## config.mk

```make
export PLATFORM = sky130hd
export DESIGN_NAME = pin_router
export DESIGN_NICKNAME = d
export VERILOG_FILES = /design/src/rtl/pin_router_pkg.sv /design/src/rtl/pin_cfg_regs.sv /design/src/rtl/pin_sync.sv /design/src/rtl/pin_route.sv /design/src/rtl/pin_router.sv
export SDC_FILE = /design/constraint.sdc
export NUM_CORES = 1
export LEC_CHECK = 0
export BUFFER_PORTS_ARGS = -buffer_cell sky130_fd_sc_hd__buf_2
export CORE_UTILIZATION = 30
export DETAILED_ROUTE_END_ITERATION = 10
export GPL_TIMING_DRIVEN = 0
export PLACE_DENSITY_LB_ADDON = 0.12
export SYNTH_ARGS = -nofsm -noshare
export SYNTH_HDL_FRONTEND = slang
export SYNTH_SLANG_ARGS = --single-unit
```

## constraint.sdc

```tcl
create_clock -name clk -period 1.5 [get_ports clk]
set_input_delay 0.075 -clock clk [delete_from_list [all_inputs] [get_ports clk]]
set_output_delay 0.075 -clock clk [all_outputs]
set_load 0.03 [all_outputs]
```

## src/rtl/pin_router_pkg.sv

```systemverilog
package pin_router_pkg;

    localparam int SEL_W = 3;

    typedef enum logic [SEL_W-1:0] {
        RES_GPIO    = 3'd0,
        RES_RSVD    = 3'd1,
        RES_CNT0    = 3'd2,
        RES_CNT1    = 3'd3,
        RES_HI_FALL = 3'd4,
        RES_HI_RISE = 3'd5,
        RES_LO_FALL = 3'd6,
        RES_LO_RISE = 3'd7
    } res_sel_e;

    typedef struct packed {
        logic hi_irq;
        logic lo_irq;
        logic cnt0;
        logic cnt1;
    } route_out_t;

    // True when a pin configured for rise_code or fall_code shows that edge
    function automatic logic edge_hit(res_sel_e sel, res_sel_e rise_code,
                                      res_sel_e fall_code, logic lvl, logic prev);
        return ((sel == rise_code) && lvl && !prev) ||
               ((sel == fall_code) && !lvl && prev);
    endfunction

endpackage

```

## src/rtl/pin_cfg_regs.sv

```systemverilog
module pin_cfg_regs
    import pin_router_pkg::*;
#(
    parameter int N_PINS = 12,
    parameter int ADDR_W = 4,
    parameter int DATA_W = 8
) (
    input  logic                          clk,
    input  logic                          rst,
    input  logic                          wr_en,
    input  logic [ADDR_W-1:0]             wr_addr,
    input  logic [DATA_W-1:0]             wr_data,
    output res_sel_e [N_PINS-1:0]         sel_o,
    output logic [N_PINS-1:0]             dir_o
);
    localparam int PINS_PER_REG = 2;
    localparam int FIELD_STRIDE = DATA_W / PINS_PER_REG;
    localparam int SEL_REGS     = (N_PINS + PINS_PER_REG - 1) / PINS_PER_REG;
    localparam int DIR_BASE     = SEL_REGS;

    res_sel_e [N_PINS-1:0] sel_q;
    logic [N_PINS-1:0]     dir_q;

    for (genvar p = 0; p < N_PINS; p++) begin : g_pin
        localparam int SREG = p / PINS_PER_REG;
        localparam int SLSB = (p % PINS_PER_REG) * FIELD_STRIDE;
        localparam int DREG = DIR_BASE + p / DATA_W;
        localparam int DBIT = p % DATA_W;

        always_ff @(posedge clk) begin
            if (rst) begin
                sel_q[p] <= RES_GPIO;
            end else if (wr_en && wr_addr == ADDR_W'(SREG)) begin
                sel_q[p] <= res_sel_e'(wr_data[SLSB +: SEL_W]);
            end
        end

        always_ff @(posedge clk) begin
            if (rst) begin
                dir_q[p] <= 1'b0;
            end else if (wr_en && wr_addr == ADDR_W'(DREG)) begin
                dir_q[p] <= wr_data[DBIT];
            end
        end


        sel_wr_chk: assert property (@(posedge clk) disable iff (rst)
            (wr_en && wr_addr == ADDR_W'(SREG)) |=> (sel_q[p] == $past(wr_data[SLSB +: SEL_W])));


        dir_hold_chk: assert property (@(posedge clk) disable iff (rst)
            (!wr_en || wr_addr != ADDR_W'(DREG)) |=> $stable(dir_q[p]));


        rst_clear_chk: assert property (@(posedge clk) disable iff (rst)
            $fell(rst) |-> (sel_q[p] == RES_GPIO && !dir_q[p]));
    end

    assign sel_o = sel_q;
    assign dir_o = dir_q;

endmodule

```

## src/rtl/pin_sync.sv

```systemverilog
module pin_sync #(
    parameter int N_PINS = 12,
    parameter int STAGES = 2
) (
    input  logic              clk,
    input  logic              rst,
    input  logic [N_PINS-1:0] pin_i,
    output logic [N_PINS-1:0] lvl_o,
    output logic [N_PINS-1:0] prev_o
);
    localparam int CHAIN = STAGES + 1;

    logic [CHAIN-1:0][N_PINS-1:0] chain_q;

    always_ff @(posedge clk) begin
        if (rst) chain_q[0] <= '0;
        else     chain_q[0] <= pin_i;
    end

    for (genvar s = 1; s < CHAIN; s++) begin : g_stage
        always_ff @(posedge clk) begin
            if (rst) chain_q[s] <= '0;
            else     chain_q[s] <= chain_q[s-1];
        end
    end

    assign lvl_o  = chain_q[STAGES-1];
    assign prev_o = chain_q[STAGES];

endmodule

```

## src/rtl/pin_route.sv

```systemverilog
module pin_route
    import pin_router_pkg::*;
#(
    parameter int N_PINS = 12
) (
    input  logic                  clk,
    input  logic                  rst,
    input  res_sel_e [N_PINS-1:0] sel_i,
    input  logic [N_PINS-1:0]     dir_i,
    input  logic [N_PINS-1:0]     lvl_i,
    input  logic [N_PINS-1:0]     prev_i,
    output route_out_t            res_o,
    output logic [N_PINS-1:0]     oe_o
);
    logic hit_hi, hit_lo, cnt0_c, cnt1_c;
    logic hi_q, lo_q;

    always_comb begin
        hit_hi = 1'b0;
        hit_lo = 1'b0;
        cnt0_c = 1'b0;
        cnt1_c = 1'b0;
        for (int p = 0; p < N_PINS; p++) begin
            hit_hi = hit_hi | edge_hit(sel_i[p], RES_HI_RISE, RES_HI_FALL, lvl_i[p], prev_i[p]);
            hit_lo = hit_lo | edge_hit(sel_i[p], RES_LO_RISE, RES_LO_FALL, lvl_i[p], prev_i[p]);
            cnt0_c = cnt0_c | ((sel_i[p] == RES_CNT0) & lvl_i[p]);
            cnt1_c = cnt1_c | ((sel_i[p] == RES_CNT1) & lvl_i[p]);
        end
    end

    always_ff @(posedge clk) begin
        if (rst) begin
            hi_q <= 1'b0;
            lo_q <= 1'b0;
        end else begin
            hi_q <= hit_hi;
            lo_q <= hit_lo;
        end
    end

    for (genvar p = 0; p < N_PINS; p++) begin : g_oe
        assign oe_o[p] = dir_i[p] && (sel_i[p] == RES_GPIO);
    end

    always_comb begin
        res_o.hi_irq = hi_q;
        res_o.lo_irq = lo_q;
        res_o.cnt0   = cnt0_c;
        res_o.cnt1   = cnt1_c;
    end


    hi_src_chk: assert property (@(posedge clk) disable iff (rst)
        res_o.hi_irq |-> $past(|(lvl_i ^ prev_i)));


    lo_src_chk: assert property (@(posedge clk) disable iff (rst)
        res_o.lo_irq |-> $past(|(lvl_i ^ prev_i)));


    cnt0_lvl_chk: assert property (@(posedge clk) disable iff (rst)
        res_o.cnt0 |-> (|lvl_i));


    cnt1_lvl_chk: assert property (@(posedge clk) disable iff (rst)
        res_o.cnt1 |-> (|lvl_i));

endmodule

```

## src/rtl/pin_router.sv

```systemverilog
module pin_router
    import pin_router_pkg::*;
#(
    parameter int N_PINS      = 12,
    parameter int SYNC_STAGES = 2,
    parameter int ADDR_W      = 4,
    parameter int DATA_W      = 8
) (
    input  logic              clk,
    input  logic              rst,
    input  logic              wr_en,
    input  logic [ADDR_W-1:0] wr_addr,
    input  logic [DATA_W-1:0] wr_data,
    input  logic [N_PINS-1:0] pin_in,
    output logic [N_PINS-1:0] pin_oe,
    output logic              hi_irq,
    output logic              lo_irq,
    output logic              cnt0_clk,
    output logic              cnt1_clk
);
    res_sel_e [N_PINS-1:0] sel;
    logic [N_PINS-1:0]     dir;
    logic [N_PINS-1:0]     lvl, prev;
    route_out_t            res;

    pin_cfg_regs #(.N_PINS(N_PINS), .ADDR_W(ADDR_W), .DATA_W(DATA_W)) cfg_i (
        .clk(clk), .rst(rst), .wr_en(wr_en), .wr_addr(wr_addr),
        .wr_data(wr_data), .sel_o(sel), .dir_o(dir)
    );

    pin_sync #(.N_PINS(N_PINS), .STAGES(SYNC_STAGES)) sync_i (
        .clk(clk), .rst(rst), .pin_i(pin_in), .lvl_o(lvl), .prev_o(prev)
    );

    pin_route #(.N_PINS(N_PINS)) route_i (
        .clk(clk), .rst(rst), .sel_i(sel), .dir_i(dir), .lvl_i(lvl),
        .prev_i(prev), .res_o(res), .oe_o(pin_oe)
    );

    assign hi_irq   = res.hi_irq;
    assign lo_irq   = res.lo_irq;
    assign cnt0_clk = res.cnt0;
    assign cnt1_clk = res.cnt1;

    for (genvar p = 0; p < N_PINS; p++) begin : g_chk

        routed_input_chk: assert property (@(posedge clk) disable iff (rst)
            (sel[p] != RES_GPIO) |-> !pin_oe[p]);
    end

endmodule

```

# ---- Word level (Yosys, flattened, before mapping)
# Index checks and enable logic that the tools add are counted.
dict set report word_totals {
  latch_bits 0
  reg_bits 86
  wordCells 353
  mem_bits_ro 0
  mem_count 0
  mem_bits_rw 0
  output_inout_bits 16
}
dict set report op_classes {
  n_addsub 0
  mux 0
  n_mul 0
  n_div 0
  shift 0
  n_bitwise 68
  n_eq_ne 79
  n_lt_le_gt_ge 0
  reduce_logical 177
}
# cell n
set op_table {}
lappend op_table {{$eq 3x3->1 const B} 48}
lappend op_table {{$logic_and 1x1->1} 116}
lappend op_table {{$eq 3x2->1 const B} 24}
lappend op_table {{$or 1x1->1} 44}
lappend op_table {{$logic_not 3->1} 12}
lappend op_table {{$and 1x1->1} 24}
lappend op_table {{$logic_not 1->1} 24}
lappend op_table {{$logic_or 1x1->1} 24}
lappend op_table {{$eq 4x3->1 const B} 4}
lappend op_table {{$eq 4x2->1 const B} 2}
lappend op_table {{$eq 4x1->1 const B} 1}
lappend op_table {{$logic_not 4->1} 1}

# ---- Longest topological paths before layout
# Gate-level depths: netlist of run 1.
dict set report logic_depth {
  word_depth 15
  depth_mapped 6
  depth_no_buf 4
}

# ---- Hierarchy
# From an unflattened synthesis of run 1, not the netlist that was laid out.
dict set report hier_totals {
  hier_cells 413
  area_unflattened_um2 4043.9
}
# mod n_inst cells_per_inst seq_area_each_um2 area_per_inst_um2
set by_module_without_submodules {}
lappend by_module_without_submodules {pin_cfg_regs 1 178 960.9 1954.4}
lappend by_module_without_submodules {pin_sync 1 99 720.7 1174.9}
lappend by_module_without_submodules {pin_route 1 136 40.0 914.6}

# ---- Least setup slack after synthesis of run 1
# No wires, ideal clock.
dict set report synth_timing {
  kind {flip-flop to output port}
  startpoint {register cfg_i.sel_q (netlist bit cfg_i.sel_o[20])}
  endpoint {output port cnt0_clk}
  t_arrival_ns 1.452
  setup_slack_ns -0.027
  stages_incl_launch_ff 5
  n_path_buf 0
  cell_sequence {dfxtp_1 > and4bb_1 > a311oi_2 > nand4_1 > or4_1}
}
dict set report synth_via {
  elab_chain_cells 8
}
# item line
set synth_rtl {}
lappend synth_rtl {{start: declaration} pin_cfg_regs.sv:21} ;# res_sel_e [N_PINS-1:0] sel_q;
lappend synth_rtl {{start signal: indexed assignment} pin_cfg_regs.sv:34} ;# sel_q[p] <= res_sel_e'(wr_data[SLSB +: SEL_W]);
lappend synth_rtl {{$eq 3x2->1} pin_route.sv:26} ;# cnt0_c = cnt0_c | ((sel_i[p] == RES_CNT0) & lvl_i[p]);
lappend synth_rtl {{$and 1x1->1} pin_route.sv:26}
lappend synth_rtl {{$or 1x1->1 (6 in series)} pin_route.sv:26}
lappend synth_rtl {{end: declaration} pin_router.sv:18} ;# output logic cnt0_clk,
# Every way passes these cells.

# ---- Worst setup path in the final report of run 1
dict set report layout_timing {
  startpoint {register cfg_i.sel_q (netlist bit cfg_i.sel_o[18])}
  endpoint {output port cnt0_clk}
}
# The elaborated chain is that of the path after synthesis.

==> flow_summary.yaml, run 1 <==
status:
  status: "complete, but fails checks"
  failed_checks: "negative setup slack"
global_route:
  gr-usage-all-layers: 0.1575
  antenna_found_initial: 0
  grt_max_degree: 15
  grt_pass1_wl_microns: 14590
  grt_overflow: 0
  grt_pass1_vias: 2660
cells_and_area:
  fin_cells: 599
  drive_gt1_frac: 0.2412
  fin_nets: 478
  final_cell_mix: "71 x dfxtp_1, 44 x nor2_1, 37 x buf_2"
  n_antenna_cell: 0
  area_delta_synth_final_pct: 26.25
  final_common_cell: "dfxtp_1"
  post-route-util: 0.3963
power_and_ir_drop:
  p_sw_mw: 1.109
  p_int_mw: 3.791
  clkPwrFrac: 0.458
  leakage_nw: 1.807
  powerDensity_nw_per_um2: 1060
  netSwitchingFraction: 0.2263
  power_frac_seq: 0.486
  power_frac_comb: 0.056
  peakVddDrop_mv: 0.7520
clock_tree:
  htree_num_levels: 3
  cts_buffers: 9
  path_clk_slew_ns: 0.06
  clk_path_buf_depth: 2
  tritoncts: "built"
  root_buffer: "clkbuf_16"
  clk_latency_ns: 0.34
  clock-sinks: 86
synth:
  synthAdderAreaFrac: 0
  async_reset_ff_frac: 0
  synth_top_area_frac: 0.4703
  synth.area.top_cells: "dfxtp_1 47%, mux2i_1 9.8%, nor2b_1 6.2%"
  synth_edf_count: 0
  ys_types: 36
  ys_ff_latch: 86
  ys_warn_count: 0
  netlist_instances: 387
  synth_compound_area_frac: 0.07314
  synth_area_per_cell_sq_um: 9.460
  synth_sequential_area_ratio: 0.4703
  yosys-mux-area-fraction: 0.09843
  post_synth_and_or_nand_nor_area_fraction: 0.3329
  netlist_area_sq_um: 3661
  ys.flop_type: "dfxtp_1"
  syn_nets: 414
  synth_top_family_by_area: "simple AND/OR/NAND/NOR gates"
  synth_top_cell_by_area: "dfxtp_1"
  synthXorXnorAreaFrac: 0
floorplanning:
  core_sq_um: 11660
  core.rowCount: 39
  start_util: 0.3139
  ioPinCount: 43
  die_w_microns: 112.5
  die_y_microns: 112.5
  fp.dieArea_sq_um: 12650
sta:
  fmax_mhz: 492.1
  fin_crit_sh: 1.355
  worst-slew-pin-transition_ns: 0.5855
  period_needed_ns: 2.032
  setup_tns_ns: -0.6216
  rsz0062_at_grt: "yes"
  finalMaxSlewViolations: 0
  finalHoldViolations: 0
  fin_ws_ns: -0.5322
  skew_ns: 0.008788
  slew_headroom: 0.6097
  final-setup-viol-count: 2
setup_path:
  crit_chain: "and4bb_1, a311oi_2, nand4_1, or4_4, buf_6"
  cp.arrival_ns: 1.96
  criticalPathCategory: "flip-flop to primary output"
  path_buf_inv: 1
  critPathSlowestCell: "or4_4"
  crit_family: "simple AND/OR/NAND/NOR gates"
  endpoint_kind: "primary output"
  crit_fanout: 2
  start_kind: "flip-flop"
  required_ns: 1.42
  slowest_delay_ns: 0.45
hold_path:
  min_path_type: "primary input to flip-flop"
placed_design:
  dpl.hpwl_microns: 6872
  dp_cells: 568
  numPortBuffers: 38
  gp_congestion: 0.7845
job:
  cap_violations: 0
detailed_routing:
  routedWlPerCell_microns: 15.97
  detail_route.drc_violations: 0
  vias: 2933
  first_pass_iters: 7
  antenna_left: 0
  via_per_inst: 4.896
  drt-total-wl_microns: 9567
  dr.first_iter.drc_count: 162
==> power by group through the flow <==
stage,sequential (mW),combinational [mW],clock [mW]
2_1_floorplan,2.42,0.153,0
3_3_place_gp,2.43,0.242,0
3_5_place_dp,2.43,0.245,0
4_1_cts,2.38,0.275,2.30
5_1_grt,2.39,0.302,2.38
6_report,2.38,0.273,2.25
==> worst register-to-register path, cell delays in order, from the launching register on <==
cell,delay (ns)
dfxtp_1,0.37
or3b_2,0.52
a21oi_2,0.17
nor4_1,0.08
a31oi_1,0.21
==> cell type report <==
| cell class | count | area (sq um) |
|---|---|---|
| plain buffers | 17 | 88.84 |
| fillers | 1178 | 7041 |
| repair buffers | 53 | 354.1 |
| flip-flops and latches | 86 | 1745 |
| multi-input cells | 283 | 1951 |
| inverters | 1 | 3.754 |
| well taps | 143 | 178.9 |
| clock inverters | 6 | 61.31 |
| clock buffers | 10 | 239.0 |
==> path summary, 6_finish.rpt <==
path | start | endpoint | slack, ns | cells past startpoint
hold / removal | wr_data[3] | cfg_i.dir_o[3] | 0.004 | 3
setup / recovery | cfg_i.sel_o[18] | cnt0_clk | -0.53 | 5
hold reg to reg | sync_i.chain_q[7] | sync_i.lvl_o[7] | 0.43 | 1
setup reg to reg | cfg_i.sel_o[0] | route_i.hi_q | 0.06 | 4
==> what timing repair did <==
| action | 4_1_cts | 5_1_grt |
|---|---|---|
| endpoints found under the setup margin | 6 | 7 |
| gates resized for setup | 24 | 21 |
| setup buffers | 2 | 0 |
| cloned | 0 | 0 |
| pin swaps | 8 | 5 |
| hold endpoints to repair | 13 | 0 |
| hold buffers | 13 | 0 |
==> Yosys cell counts (2+ instances only) <==
master	instances
buf_2	2
nand3b_1	11
nand4_1	3
nor3_1	2
nand2_1	29
nand4b_1	12
a21oi_1	32
nor2_1	44
o21ai_0	6
buf_6	3
nand2b_1	11
mux2i_1	36
dfxtp_1	86
a31oi_1	6
nor4b_1	12
or3_1	2
clkbuf_1	11
nor4_1	4
nand3_1	8
or3b_2	10
or4_1	2
nor2b_1	36
nor4bb_1	6
==> metal layers <==
layer | vias to the layer above | wire length [microns] | GRT usage
met5 | - | 0 | 0
met4 | 0 | 155 | 0.06133
met3 | 11 | 284 | 0.03294
met2 | 58 | 4185 | 0.2406
met1 | 1365 | 4943 | 0.2173
li1 | 1499 | - | -
==> sequential cells by signal, summed over array words and instances (netlist names) <==
name,count
sync_i.chain_q,12
sync_i.lvl_o,12
sync_i.prev_o,12
cfg_i.dir_o,12
route_i.lo_q,1
route_i.hi_q,1
cfg_i.sel_o,36
==> cells by family (layout without fill, tap and decap cells) <==
family	after synthesis	in the layout
compound gates	48	48
buf+inv	18	87
flops	86	86
mux	36	36
simple gates	199	199
==> per-stage QoR <==
step | hold WS [ns] | total power, mW | setup slack [ns] | cell area, sq um
floorplan | 0.2032 | 2.570 | 0.006707 | 3665
global placement | 0.2847 | 2.674 | -0.3458 | 4034
detailed placement | 0.2866 | 2.678 | -0.3332 | 4034
CTS | 0.004114 | 4.951 | -0.5716 | 4547
global route | 0.01277 | 5.074 | -0.5708 | 4622
finish | 0.003861 | 4.901 | -0.5322 | 4622
No activity file was read; power rests on OpenSTA's default activity.
==> run 2, diff against run 1 <==
Settings changed: CORE_UTILIZATION 30 to 57.
==> run 2 against run 1 <==
Compared with the run above:
- the run still ends with negative setup slack left
- via count rose by 6.8%
- critical endpoint unchanged
- sequential cell count unchanged
- global-route usage is 13 points higher
- largest power group unchanged
- cell count down 11%
- wire length fell by 3.5%
- non-clock buffer count grew 2
- sequential share of layout area increased by 1.8 points
- register-to-register slack got worse by 0.03 ns
- count of clock-buffer cells in the layout up 3
- die area decreased by 47%
- largest cell class unchanged
==> flow_summary.yaml, run 2 (synthesis gave the netlist of run 1 again) <==
sta:
  finalHoldViolations: 0
  fin_ws_ns: -0.5175
  rsz0062_at_grt: "yes"
  fin_crit_sh: 1.345
  finalMaxSlewViolations: 0
  final-setup-viol-count: 2
  slew_headroom: 0.5970
  skew_ns: 0.01166
  worst-slew-pin-transition_ns: 0.6045
  fmax_mhz: 495.7
  period_needed_ns: 2.017
cells_and_area:
  final_cell_mix: "74 x dfxtp_1, 44 x nor2_1, 38 x buf_2"
  largest_reg_flops: 36
  area_delta_synth_final_pct: 21.02
  fin_cells: 533
  drive_gt1_frac: 0.2074
  post-route-util: 0.7310
  final_cell_area_sq_um: 4431
  fin_nets: 480
  n_antenna_cell: 0
  final_common_cell: "dfxtp_1"
global_route:
  grt_overflow: 0
  grt_pass1_vias: 2731
  gr-usage-all-layers: 0.2893
  grt_pass1_wl_microns: 13740
  antenna_found_initial: 0
  grt_max_degree: 14
hold_path:
  whs_endpoint: "cfg_i.sel_o[33]"
  holdCritStartpoint: "wr_data[4]"
  min_path_type: "primary input to flip-flop"
  whs_path_depth: 3
floorplanning:
  die_y_microns: 82.14
  core_sq_um: 6061
  ioPinCount: 43
  fp.dieArea_sq_um: 6747
  core.rowCount: 28
  start_util: 0.6040
  die_w_microns: 82.14
detailed_routing:
  dr.first_iter.drc_count: 232
  vias: 3133
  antenna_left: 0
  routed-wl-met2_microns: 4280
  top_layer_used: "met4"
  route.met3.wl_microns: 576
  detail_route.drc_violations: 0
  via_per_inst: 5.878
  first_pass_iters: 5
  drt-met1-wl_microns: 4117
  routedWlPerCell_microns: 17.32
  drt-total-wl_microns: 9229
setup_path:
  criticalPathCategory: "flip-flop to primary output"
  critPathSlowestCell: "or4_4"
  slowest_delay_ns: 0.45
  endpoint_kind: "primary output"
  required_ns: 1.42
  cp.arrival_ns: 1.94
  start_kind: "flip-flop"
  r2r-end: "route_i.lo_q"
  r2r_slack_ns: 0.03
  crit_chain: "and4bb_1, a311oi_2, nand4_1, or4_4, buf_6"
  crit_fanout: 2
  r2r_start: "cfg_i.sel_o[21]"
  reg2reg_depth: 4
placed_design:
  gp_congestion: 0.8590
  dpl.hpwl_microns: 6343
  numPortBuffers: 38
  dp_cells: 500
  placed_area_sq_um: 3949
power_and_ir_drop:
  powerDensity_nw_per_um2: 994.2
  leakage_nw: 1.769
  peakVddDrop_mv: 0.8401
clock_tree:
  clk_latency_ns: 0.35
  path_clk_slew_ns: 0.08
  tritoncts: "built"
  cts_buffers: 9
  htree_num_levels: 3
  clock-sinks: 86
  root_buffer: "clkbuf_8"
  clk_path_buf_depth: 2
status:
  status: "complete, but fails checks"
  failed_checks: "negative setup slack"
job:
  cap_violations: 0
[run 2: changes by cell type in the layout (fill, tap and decap cells not counted), moves of 4 or more]
cell	before	now
a21oi_1	23	28
a21oi_2	9	4
clkbuf_16	9	0
clkbuf_8	1	10
dfxtp_2	13	6
dfxtp_4	2	6
[run 2: layout make-up]
cell class              count  area [sq um]
inverters                   1         3.754
well taps                  75         93.84
clock buffers              13         148.9
flip-flops and latches     86          1752
clock inverters             3         67.56
fillers                   484          1630
plain buffers              17         88.84
repair buffers             55         365.4
multi-input cells         283          1911
[run 2: worst max path at each step]
| stage | startpoint | end | slack (ns) | cells after the start |
|---|---|---|---|---|
| finish | cfg_i.sel_o[20] | cnt0_clk | -0.52 | 5 |
| global route | sync_i.lvl_o[6] | cnt0_clk | -0.58 | 5 |
| CTS | cfg_i.sel_o[20] | cnt0_clk | -0.52 | 5 |
| detailed placement | cfg_i.sel_o[20] | cnt0_clk | -0.28 | 5 |
| global placement | cfg_i.sel_o[20] | cnt0_clk | -0.26 | 5 |
| floorplan | cfg_i.sel_o[26] | pin_oe[8] | 0.007 | 1 |
[run 2: power breakdown]
part	switching (mW)	total (mW)	internal [mW]	leakage, nW
sequential	0.0455	2.37	2.33	0.708
combinational	0.155	0.282	0.127	0.958
clock	0.764	1.75	0.986	0.104
total	0.965	4.41	3.44	1.77
[run 2: layer usage]
layer  vias up  global-route usage
met3        22             0.03956
met5         -                   0
met1      1466              0.3785
met2       138              0.4760
li1       1507                   -
met4         0              0.1263
[run 2: per-stage QoR]
step / hold WS, ns / setup slack, ns / setup TNS, ns / total power, mW
floorplan: 0.2032 / 0.006707 / 0 / 2.570
global placement: 0.2809 / -0.2567 / -0.2788 / 2.668
detailed placement: 0.2923 / -0.2778 / -0.3243 / 2.678
CTS: 0.06291 / -0.5211 / -0.6147 / 4.423
global route: 0.07141 / -0.5757 / -0.7163 / 4.538
finish: 0.07266 / -0.5175 / -0.6294 / 4.405
[run 2: worst max-delay path: cells and delay by family (launching register included)]
family          cells  cell delay, ns
flops               1            0.36
simple gates        3            0.85
buf+inv             1            0.15
compound gates      1            0.23
[run 2: timing repair]
| item | in CTS | in global routing |
|---|---|---|
| hold buffers | 14 | 0 |
| endpoints found under the setup margin | 3 | 5 |
| resized for setup | 25 | 9 |
| pin swaps | 6 | 2 |
| hold endpoints to repair | 14 | 0 |
| setup buffers | 3 | 0 |
